<file path="config.mk">
export PLATFORM = sky130hd
export DESIGN_NAME = stack_core
export DESIGN_NICKNAME = d
export VERILOG_FILES = /design/src/rtl/stack_core.sv
export SDC_FILE = /design/constraint.sdc
export NUM_CORES = 2
export LEC_CHECK = 0
export BUFFER_PORTS_ARGS = -buffer_cell sky130_fd_sc_hd__buf_2
export CAP_MARGIN = 20
export CORE_MARGIN = 1.5
export CORE_UTILIZATION = 35
export CTS_CLUSTER_DIAMETER = 30
export DETAILED_ROUTE_END_ITERATION = 8
export PLACE_DENSITY = 0.48
export SYNTH_ARGS = -nofsm -noshare
export SYNTH_HDL_FRONTEND = slang
export SYNTH_SLANG_ARGS = --single-unit
</file>
<file path="constraint.sdc">
create_clock -name clk -period 9.97 [get_ports clk]
set_input_delay 1.994 -clock clk [delete_from_list [all_inputs] [get_ports clk]]
set_output_delay 1.994 -clock clk [all_outputs]
set_load 0.02 [all_outputs]
</file>
<file path="src/rtl/stack_core.sv">
module stack_core #(
  parameter int DW    = 16,
  parameter int DEPTH = 8,
  parameter int AW    = 5
) (
  input  logic          clk,
  input  logic          rst_n,
  input  logic          start,
  input  logic          ld_imem_we,
  input  logic          ld_dmem_we,
  input  logic [AW-1:0] ld_addr,
  input  logic [DW-1:0] ld_wdata,
  input  logic [AW-1:0] rd_addr,
  output logic [DW-1:0] rd_data,
  output logic          busy,
  output logic          halted,
  output logic          err,
  output logic [$clog2(DEPTH+1)-1:0] depth
);
  localparam int SPW  = $clog2(DEPTH + 1);
  localparam int IW   = $clog2(DEPTH);
  localparam int MEMN = 1 << AW;
  localparam logic [1:0] S_IDLE = 2'd0, S_FETCH = 2'd1, S_EXEC = 2'd2, S_HALT = 2'd3;
  localparam logic [2:0] OP_PUSH = 3'd1, OP_POP = 3'd2, OP_ADD = 3'd3, OP_SUB = 3'd4, OP_MUL = 3'd5;

  logic [DW-1:0] imem [MEMN];
  logic [DW-1:0] dmem [MEMN];
  logic [DW-1:0] stk  [DEPTH];
  logic [1:0]    state;
  logic [AW-1:0] pc;
  logic [DW-1:0] ir;
  logic [SPW-1:0] sp, sp_m1, sp_m2;
  logic [DW-1:0] top, nxt, alu;
  logic [2:0]    op;
  logic [AW-1:0] opnd;
  logic          is_arith, exec, push_ok, pop_ok, arith_ok, fault;

  assign op       = ir[DW-1:DW-3];
  assign opnd     = ir[AW-1:0];
  assign sp_m1    = sp - SPW'(1);
  assign sp_m2    = sp - SPW'(2);
  assign top      = stk[sp_m1[IW-1:0]];
  assign nxt      = stk[sp_m2[IW-1:0]];
  assign is_arith = (op == OP_ADD) || (op == OP_SUB) || (op == OP_MUL);
  assign exec     = (state == S_EXEC);
  assign push_ok  = exec && op == OP_PUSH && sp < SPW'(DEPTH);
  assign pop_ok   = exec && op == OP_POP && sp != '0;
  assign arith_ok = exec && is_arith && sp >= SPW'(2);
  assign fault    = exec && ((op == OP_PUSH && !push_ok) || (op == OP_POP && !pop_ok) ||
                             (is_arith && !arith_ok));

  always_comb begin
    case (op)
      OP_ADD:  alu = top + nxt;
      OP_SUB:  alu = top - nxt;
      default: alu = top * nxt;
    endcase
  end

  always_ff @(posedge clk)
    if (ld_imem_we) imem[ld_addr] <= ld_wdata;

  always_ff @(posedge clk) begin
    if (ld_dmem_we) dmem[ld_addr] <= ld_wdata;
    if (pop_ok)     dmem[opnd] <= top;
  end

  always_ff @(posedge clk) begin
    if (push_ok)  stk[sp[IW-1:0]]    <= dmem[opnd];
    if (arith_ok) stk[sp_m2[IW-1:0]] <= alu;
  end

  always_ff @(posedge clk or negedge rst_n) begin
    if (!rst_n) begin
      state <= S_IDLE;
      pc    <= '0;
      ir    <= '0;
      sp    <= '0;
      err   <= 1'b0;
    end else begin
      case (state)
        S_IDLE: if (start) begin
          state <= S_FETCH;
          pc    <= '0;
        end
        S_FETCH: begin
          ir    <= imem[pc];
          pc    <= pc + AW'(1);
          state <= S_EXEC;
        end
        S_EXEC: begin
          state <= S_FETCH;
          if (fault) begin
            err   <= 1'b1;
            state <= S_HALT;
          end else if (push_ok) sp <= sp + SPW'(1);
          else if (pop_ok || arith_ok) sp <= sp_m1;
          else state <= S_HALT;
        end
        default: state <= S_HALT;
      endcase
    end
  end

  assign rd_data = dmem[rd_addr];
  assign busy    = (state == S_FETCH) || exec;
  assign halted  = (state == S_HALT);
  assign depth   = sp;
endmodule


</file>
==> reports/results.tsv <==
stage	metric	value	unit
outcome	outcome	finished, violations left	
route	Post-Route WL	169000	µm
critical_path	Buffers & Inverters on Critical Path	5	
route	drt drc	4	
placed_design	Port Buffer Count	53	
critical_path	Worst path max stage delay	0.82	ns
critical_path	critical path depth	25	
synth	yosys warns	0	
critical_path	Critical Path AT	8.94	ns
synth	Synth top cells by count	edfxtp_1, nor2_1, mux4_2	
global_routing	first-pass GRT wire length	243000	µm
critical_path	CP Capture Type	flop	
sta	Final setup viols	0	
sta	minimum clock period	8.48	ns
cts	TritonCTS clock tree	yes	
layout	layout cells sized above 1	28.5	%
route	Top Metal Used	met5	
cts	CTS Buf Count	224	
pwr	maximum vdd drop	0.187	mV
synth	Syn Area/Cell	13.5	µm²
critical_path	reg2reg path depth	25	
synth	cell area after synthesis	0.0507	mm²
sta	Fin Hold WS	0.481	ns
critical_path	Crit-path slowest cell	dfrtp_4	
route	vias post-DR	33400	
sta	fmax	118	MHz
job	Max Cap Viol	0	
synth	Yosys top cell by area	edfxtp_1	
route	DR vias/cell	5.64	
synth	number of flops mapped to enable cells by yosys	896	
outcome	failing checks	DRC	
placed_design	dpl hpwl	107000	µm
cts	CTS root buf	clkbuf_16	
global_routing	vias in the first global route	33100	
route	met2 WL	78500	µm
die	Die H	383	µm
sta	clk_skew	0.0946	ns
synth	Area contributors post-synth	edfxtp_1, mux4_2, nor2_1	
sta	Final period util	85.0	%
global_routing	total track usage	23.1	%
die	core outline area	0.144	mm²
cts	Clock Latency Late Sink	0.86	ns
sta	Slew headroom	21.6	%
sta	Slew Limit Fails	0	
synth	Net Count, Synth	3952	
cts	Longest Clk Path Bufs	3	
synth	ys async rst share	2.18	%
synth	cell with the most instances after synthesis	edfxtp_1	
sta	Hold Vio Cnt, Final	0	
global_routing	initial antenna violation count	11	
route	Met3 Wirelength	13200	µm
synth	sequential area share after synthesis	54.1	%
cts	hold_buf cts	0	
sta	RSZ-0062 raised after global routing	no	
route	mean routed wirelength per cell	28.6	µm
route	Pre-Repair DR Iteration Count	8	
die	row count	139	
route	DR iter-0 viols	3804	
pwr	PD cells	196	mW/mm²
cts	clock transition at the registers of the reported paths	0.05	ns
cts	number of H-tree levels	4	
hold_path	min-delay worst type	reg -> reg	
die	Initial Utilization	35.3	%
critical_path	crit start category	flop	
hold_path	Hold Path Cell Cnt	1	
global_routing	largest net degree at the start of global routing	67	
critical_path	Worst EP required	10.43	ns
layout	synth-to-layout area growth	21.1	%
sta	Worst Tran Pin Value	1.18	ns
synth	top-area cell type share of the netlist area	53.1	%
cts	post-CTS setup buffer count	0	
pwr	Leak	20.9	nW
global_routing	GR Overflow Total	0	
synth	Mapped Cells	3762	
critical_path	critical path's top delay family	adder cells	
die	top-level I/O count	54	
synth	#FFs+latches synth	916	
die	die footprint	0.147	mm²
layout	Final nets	4014	
route	Met1 Wirelength	72800	µm
critical_path	WS Path Type	reg -> reg	
cts	post-cts resize count	0	
route	Antenna Violating Nets Remaining	0	
sta	setup TNS	0	ns
layout	# fillers	13100	
die	Die W	383	µm
cts	Sink Count	916	
placed_design	routability congestion estimate	0.854	
synth	synth unique cells	60	
synth	ys flop type	edfxtp_1	
critical_path	CP max FO	35	
state kept, by name, summed over array words and instances (netlist names):
name	count
depth	4
dmem	512
err	1
imem	256
ir	8
pc	5
state	2
stk	128
routing by layer:
layer	up-vias	global-route usage [%]
met1	17200	32.5
li1	14500	-
met2	1403	35.8
met4	6	7.12
met5	-	0
met3	265	5.11
cells by family (layout without fill, tap and decap cells):
group / Yosys count / in the layout / synth area share (%)
compound gates: 732 / 732 / 8.02
xor+xnor: 68 / 68 / 1.24
fa+ha+maj: 159 / 159 / 5.13
buf+inv: 506 / 761 / 3.88
flops: 916 / 916 / 54.1
mux: 483 / 483 / 20.4
other cells: 0 / 6 / 0
simple gates: 898 / 898 / 7.26
area by class of cell:
cell class                      instances  area [µm²]  area share, %
Sequential cell                       916       27400           44.7
Multi-Input combinational cell       2340       21800           35.5
Clock buffer                          256        5790           9.43
Tap cell                             1903        2380           3.88
Clock inverter                        163        2000           3.25
Timing Repair Buffer                  197        1430           2.34
Inverter                              145         544          0.887
Antenna cell                            6        15.0         0.0245
final timing paths:
kind	from	endpoint	slack, ns
worst max-delay path	depth[0]	stk[6][15]	1.49
worst min-delay path	err	err	0.48
worst max register to register	depth[0]	stk[6][15]	1.49
worst min register to register	err	err	0.48
max in group asynchronous	rst_n	depth[0]	8.40
min in group asynchronous	rst_n	err	1.16
where the power goes:
group          switching (mW)  total [mW]  internal (mW)
registers             0.00673        4.26           4.26
clock network            2.37        7.38           5.02
logic                   0.252       0.403          0.151
total                    2.63        12.1           9.42
stage by stage:
stage               worst slack [ns]  total power [mW]  instance area (µm²)  std cells  util [%]
global route                    1.04              12.4                61300       5920      42.7
detailed placement              1.39              4.73                53500       5498      37.2
floorplan                       1.64              4.58                50700       3762         -
CTS                             1.37              12.1                61300       5917      42.7
global placement                1.44              4.73                53500       5496      37.2
finish                          1.49              12.1                61400       5926      42.7
placed cells by master (no fill, tap or decap), drive strengths merged, types with 19 or more instances in the layout:
master / Yosys / final
ha: 78 / 78
mux4: 432 / 432
clkbuf: 285 / 256
buf: 76 / 197
clkinv: 1 / 110
mux2: 21 / 21
inv: 144 / 148
a22oi: 40 / 40
o21ai: 160 / 160
dfrtp: 20 / 20
a31oi: 19 / 19
edfxtp: 896 / 896
bufinv: 0 / 34
xnor2: 51 / 51
nand2: 215 / 215
mux2i: 30 / 30
o22ai: 25 / 25
fa: 81 / 81
nor2: 565 / 565
or2: 30 / 30
a21oi: 417 / 417
Power figures use the tool's default switching activity.
